[config.mk]
export PLATFORM = sky130hd
export DESIGN_NAME = tmr_cc_channel
export DESIGN_NICKNAME = d
export VERILOG_FILES = /design/src/rtl/tmr_cc_channel.sv
export SDC_FILE = /design/constraint.sdc
export NUM_CORES = 1
export LEC_CHECK = 0
export BUFFER_PORTS_ARGS = -buffer_cell sky130_fd_sc_hd__buf_2
export CAP_MARGIN = 10
export CORE_MARGIN = 1
export CORE_UTILIZATION = 30
export DETAILED_ROUTE_END_ITERATION = 10
export PLACE_DENSITY_LB_ADDON = 0.3
export SETUP_SLACK_MARGIN = 0.1
export SYNTH_ARGS = -nofsm -noshare
export SYNTH_HDL_FRONTEND = slang
export SYNTH_SLANG_ARGS = --single-unit
[constraint.sdc]
create_clock -name clk -period 2.5 [get_ports clk]
set_input_delay 0.5 -clock clk [delete_from_list [all_inputs] [get_ports clk]]
set_output_delay 0.5 -clock clk [all_outputs]
set_load 0.1 [all_outputs]
[src/rtl/tmr_cc_channel.sv]
module tmr_cc_channel #(
  parameter int CNT_W  = 16,
  parameter int NUM_EV = 4,
  parameter int SEL_W  = 6,
  parameter int NSRC   = 40
) (
  input  logic              clk,
  input  logic              rst_n,
  input  logic [CNT_W-1:0]  cnt,
  input  logic              cnt_zero,
  input  logic              run,
  input  logic [NSRC-1:0]   src_bus,
  input  logic              chan_rst,
  input  logic [CNT_W-1:0]  wr_data,
  input  logic              wr_act,
  input  logic              wr_cap,
  input  logic              wr_cmp,
  input  logic              wr_pipe,
  output logic [CNT_W-1:0]  cmp_q,
  output logic [CNT_W-1:0]  pipe_q,
  output logic [NUM_EV+3:0] act_q,
  output logic [SEL_W:0]    cap_q,
  output logic [NUM_EV-1:0] req_clr,
  output logic [NUM_EV-1:0] req_set,
  output logic [NUM_EV-1:0] req_tgl,
  output logic [NUM_EV-1:0] req_pls
);
  localparam int ACT_W = NUM_EV + 4;
  localparam int NSEL  = 1 << SEL_W;

  logic [3:0]        code;
  logic [NUM_EV-1:0] en;
  logic [1:0]        kind, trig;
  assign code = act_q[3:0];
  assign en   = act_q[ACT_W-1:4];

  // kind: 0 clr 1 set 2 tgl 3 pls ; trig: 0 none 1 compare 2 capture 3 zero
  always_comb begin
    kind = 2'd0;
    trig = 2'd0;
    case (code)
      4'd1:  begin kind = 2'd1; trig = 2'd1; end
      4'd2:  begin kind = 2'd0; trig = 2'd1; end
      4'd3:  begin kind = 2'd2; trig = 2'd1; end
      4'd4:  begin kind = 2'd3; trig = 2'd1; end
      4'd5:  begin kind = 2'd1; trig = 2'd2; end
      4'd6:  begin kind = 2'd0; trig = 2'd2; end
      4'd7:  begin kind = 2'd3; trig = 2'd2; end
      4'd8:  begin kind = 2'd1; trig = 2'd1; end
      4'd9:  begin kind = 2'd0; trig = 2'd1; end
      4'd10: begin kind = 2'd2; trig = 2'd1; end
      4'd11: begin kind = 2'd3; trig = 2'd1; end
      4'd12: begin kind = 2'd1; trig = 2'd2; end
      4'd13: begin kind = 2'd3; trig = 2'd2; end
      4'd14: begin kind = 2'd3; trig = 2'd2; end
      4'd15: begin kind = 2'd0; trig = 2'd3; end
      default: begin kind = 2'd0; trig = 2'd0; end
    endcase
  end

  logic single, is_cap, measure;
  assign single  = (code != 4'd0) && !code[3];
  assign is_cap  = (trig == 2'd2);
  assign measure = (code == 4'd14);

  // edge detector with two-flop synchroniser and flush on re-enable
  logic [NSEL-1:0] src_pad;
  logic sel_in, s1, s2, s3, run_d, flush2;
  logic det_on, flushing, rise, fall, cap_hit, opp_hit;
  assign src_pad  = NSEL'(src_bus);
  assign sel_in   = src_pad[cap_q[SEL_W:1]];
  assign det_on   = is_cap && run;
  assign flushing = det_on && (!run_d || flush2);
  assign rise     = s2 && !s3;
  assign fall     = !s2 && s3;
  assign cap_hit  = det_on && !flushing && (cap_q[0] ? rise : fall);
  assign opp_hit  = det_on && !flushing && measure && (cap_q[0] ? fall : rise);

  always_ff @(posedge clk or negedge rst_n) begin
    if (!rst_n) begin
      s1 <= 1'b0; s2 <= 1'b0; s3 <= 1'b0;
      run_d <= 1'b0; flush2 <= 1'b0;
    end else begin
      run_d  <= run;
      flush2 <= run && !run_d;
      if (det_on) begin
        s1 <= sel_in;
        s2 <= s1;
        s3 <= flushing ? s1 : s2;
      end
    end
  end

  logic cmp_hit, zero_hit, fire;
  assign cmp_hit  = run && (trig == 2'd1) && (cnt == cmp_q);
  assign zero_hit = run && (trig == 2'd3) && cnt_zero;
  assign fire     = cmp_hit || cap_hit || zero_hit;

  assign req_clr = (fire && kind == 2'd0) ? en : '0;
  assign req_set = (fire && kind == 2'd1) ? en : '0;
  assign req_tgl = (fire && kind == 2'd2) ? en : '0;
  assign req_pls = (fire && kind == 2'd3) ? en : '0;

  logic             pend, reload;
  logic [CNT_W-1:0] mark;
  assign reload = cnt_zero && run && pend && !is_cap;

  always_ff @(posedge clk or negedge rst_n) begin
    if (!rst_n) begin
      cmp_q <= '0; pipe_q <= '0; act_q <= '0; cap_q <= '0;
      pend <= 1'b0; mark <= '0;
    end else if (chan_rst) begin
      cmp_q <= '0; pipe_q <= '0; act_q <= '0; cap_q <= '0;
      pend <= 1'b0; mark <= '0;
    end else begin
      if (wr_act) act_q <= wr_data[ACT_W-1:0];
      else if (fire && single) act_q[ACT_W-1:4] <= '0;
      if (wr_cap) cap_q <= wr_data[SEL_W:0];
      if (wr_cmp) cmp_q <= wr_data;
      else if (cap_hit) cmp_q <= measure ? cnt - mark : cnt;
      else if (reload) cmp_q <= pipe_q;
      if (wr_pipe) pipe_q <= wr_data;
      else if (opp_hit) pipe_q <= cnt - mark;
      if (wr_pipe) pend <= 1'b1;
      else if (reload) pend <= 1'b0;
      if (cap_hit && measure) mark <= cnt;
    end
  end

  AST_REQ_IDLE_OFF: assert property (@(posedge clk) disable iff (!rst_n)
    !run |-> ((req_clr | req_set | req_tgl | req_pls) == '0));
  AST_ONE_KIND: assert property (@(posedge clk) disable iff (!rst_n)
    $onehot0({|req_clr, |req_set, |req_tgl, |req_pls}));
  AST_REQ_ENABLED: assert property (@(posedge clk) disable iff (!rst_n)
    ((req_clr | req_set | req_tgl | req_pls) & ~act_q[ACT_W-1:4]) == '0);
  AST_RELOAD: assert property (@(posedge clk) disable iff (!rst_n)
    (reload && !wr_cmp && !chan_rst) |=> (cmp_q == $past(pipe_q)));
  AST_SHOT_DISARM: assert property (@(posedge clk) disable iff (!rst_n)
    (fire && single && !wr_act && !chan_rst) |=> (act_q[ACT_W-1:4] == '0));
  AST_FROZEN_OFF: assert property (@(posedge clk) disable iff (!rst_n)
    (!run && !wr_cmp && !chan_rst) |=> (cmp_q == $past(cmp_q)));
  AST_CHAN_CLR: assert property (@(posedge clk) disable iff (!rst_n)
    chan_rst |=> (cmp_q == '0 && pipe_q == '0 && act_q == '0 && cap_q == '0));
endmodule

==> metrics.cfg <==
[route]
vias_per_cell=5.167
routedWlPerCell_um=17.70
wl_um=18730
routed-via-count=5467
dr.pass1.iters=5
drcViolationCount=0
postRouteAntennaNets=0
drt_iter0_drc=330

[sta]
period_needed_ps=2805
relSlewSlack=0.5112
fin_skew_ps=7.157
setup_ws_ps=-305.2
setup_violations=16
slew_viol_final=0
whs_ps=219.0
timing.setup.tns_ps=-4688
worst_pin_slew_ps=733.2
hold_viol_final=0
fin_crit_sh=1.122
fmax_mhz=356.5
grt_setup_unrepaired=yes

[power_and_ir_drop]
p_int_mw=2.565
ir_drop_uv=326.6
power_density_mw_per_mm2=517.6
pwr-share-comb=0.307
p_sw_mw=1.443
leakagePower_nw=3.524
sw_frac_of_total=0.3601
power_frac_seq=0.315
p_clk_frac=0.378
finalPower_mw=4.008

[synth]
netlist_area_mm2=0.005130
synth_top_area_cell=dfrtp_1
ys_seq_area_frac=0.3366
synth_ff_type=dfrtp_1
yosys_warnings=0
synthTopCellsByCount=nand2_1, dfrtp_1, nor2_1, a21oi_1, o21ai_0
ys_seq_elements=69
yosysUniqueCellTypes=61
synthCells=611
synthTopCellsByArea=dfrtp_1, nand2_1, ha_1
syn_nets=715
avgSynthCellArea_um2=8.396
async_flop_share=1.000
synth-edff-count=0
yosys.area.top_type_share=0.3366
synth.most_common_cell=nand2_1

[cts]
cts_made_buffers=9
cts_tree=done
cts-root-buf=clkbuf_16
clock_path_buffers=2
cts_max_level=3
clock_latency_ps=350
clk_pin_slew_ps=60
clock_sinks=69

[global_routing]
grt_max_degree=35
grt_pass1_wl_um=29080
gr-total-overflow=0
track_usage=0.2157
antenna_found_initial=0
grt_pass1_vias=5232

[worst_setup_path]
cp-end-kind=output port
r2r_end=cmp_q[7]$_DFFE_PN0P_
r2r_start=act_q[0]$_DFFE_PN0P_
rr_worst_depth=10
ff2ff_setup_slack_ps=200
arrival_ps=2310
cp_max_fo=5
path_class=register to output port
start_kind=register
worstSetupEndpoint=req_clr[0]
required_ps=2000
startpoint=act_q[0]$_DFFE_PN0P_

[finish]
n_fill_cell=1601
design_area_mm2=0.007744
final_core_util=0.4653
num-nets-final=937
area_growth_pct=50.95
drive_above_1_share=0.3998
diodes=0

[placement]
place_area_mm2=0.007158
port_buffers=143
finalWeightedCongestion=0.9083
dpl.hpwl_um=14420

[run_status]
violations=setup timing
status=finished with violations

[floorplan]
rows=47
coreArea_mm2=0.01664
dieArea_mm2=0.01763
ios=144
die_w_um=132.8
die_h_um=132.8
start_util=0.3082

[flow_run]
cap_violations=0

[min_path]
hp-class=primary input to async pin

worst max-delay path, stage by stage, from the launching register on:
cell and delay [ps]:
dfrtp_4 490, inv_4 90, ha_4 170, nand2b_4 70, buf_6 120, a21oi_2 100
nand4_1 150, o21ai_4 200, buf_12 160, nand2_4 100, nor2_4 120, buf_12 180
flip-flops by register name, indices dropped and copies added (netlist names):
register,count
cap_q,7
pend,1
mark,16
s1,1
s3,1
run_d,1
s2,1
pipe_q,16
flush2,1
cmp_q,16
act_q,8
cells by family after synthesis:
| kind of cell | count (synthesis) | share of synthesized area |
|---|---|---|
| muxes | 35 | 0.09780 |
| buffers and inverters | 64 | 0.05073 |
| xor gates and xnor gates | 28 | 0.04780 |
| DFF | 69 | 0.3366 |
| AOI/OAI and AO/OA | 164 | 0.2046 |
| adders and majority gates | 23 | 0.05756 |
| and+or+nand+nor | 228 | 0.2049 |
per-layer routing:
layer	track usage	vias up	wire, um
met5	0	-	0
li1	-	2624	-
met2	0.3596	178	9049
met1	0.2897	2641	8437
met4	0.06769	0	350
met3	0.02797	24	889
layout by cell type, fill, tap and decap left out, types with 18 or more instances in the layout:
cell type  netlist  layout
buf_2            5     127
nand2_1        104      97
buf_4            1      96
dfrtp_1         69      62
a21oi_1         51      47
nor2_1          58      40
inv_1           31      29
o21ai_0         32      29
xor2_1          23      22
mux2i_1         22      22
ha_1            22      19
nor2_4           0      18
buf_12           0      18
power groups by stage:
stage | sequential [mW] | clock (mW) | combinational, mW
after floorplan | 1.64 | 0 | 0.425
after global placement | 1.28 | 0 | 1.17
after detailed placement | 1.28 | 0 | 1.18
after CTS | 1.26 | 1.55 | 1.21
after global routing | 1.27 | 1.60 | 1.30
final | 1.26 | 1.52 | 1.23
repair_timing:
action                                  4_1_cts  5_1_grt
setup buffers                                 3        8
pin swaps                                    12       18
endpoints found under the hold margin         0        0
endpoints found under the setup margin       25       37
resized for setup                            17       17
hold buffers                                  0        0
metrics by stage:
stage / cells / setup WS (ps)
2_1_floorplan: 611 / -570.4
3_3_place_gp: 1031 / -195.7
3_5_place_dp: 1031 / -226.3
4_1_cts: 1050 / -355.1
5_1_grt: 1058 / -422.4
6_report: 1058 / -305.2
how the worst min path moves through the flow:
stage,end,slack (ps)
3_3_place_gp,flush2$_DFF_PN0_,420
6_report,cmp_q[11]$_DFFE_PN0P_,220
3_5_place_dp,flush2$_DFF_PN0_,420
2_1_floorplan,act_q[2]$_DFFE_PN0P_,200
5_1_grt,act_q[3]$_DFFE_PN0P_,270
4_1_cts,act_q[3]$_DFFE_PN0P_,240
area by class of cell:
type,instances,area [um^2],share of cell area
Clock buffer,9,225.2,0.02908
Clock inverter,7,122.6,0.01583
Inverter,31,121.4,0.01567
Multi-Input combinational cell,478,3506,0.4527
Sequential cell,69,1743,0.2251
Tap cell,220,275.3,0.03555
Timing Repair Buffer,244,1750,0.2260
(Power assumes the default switching activity.)
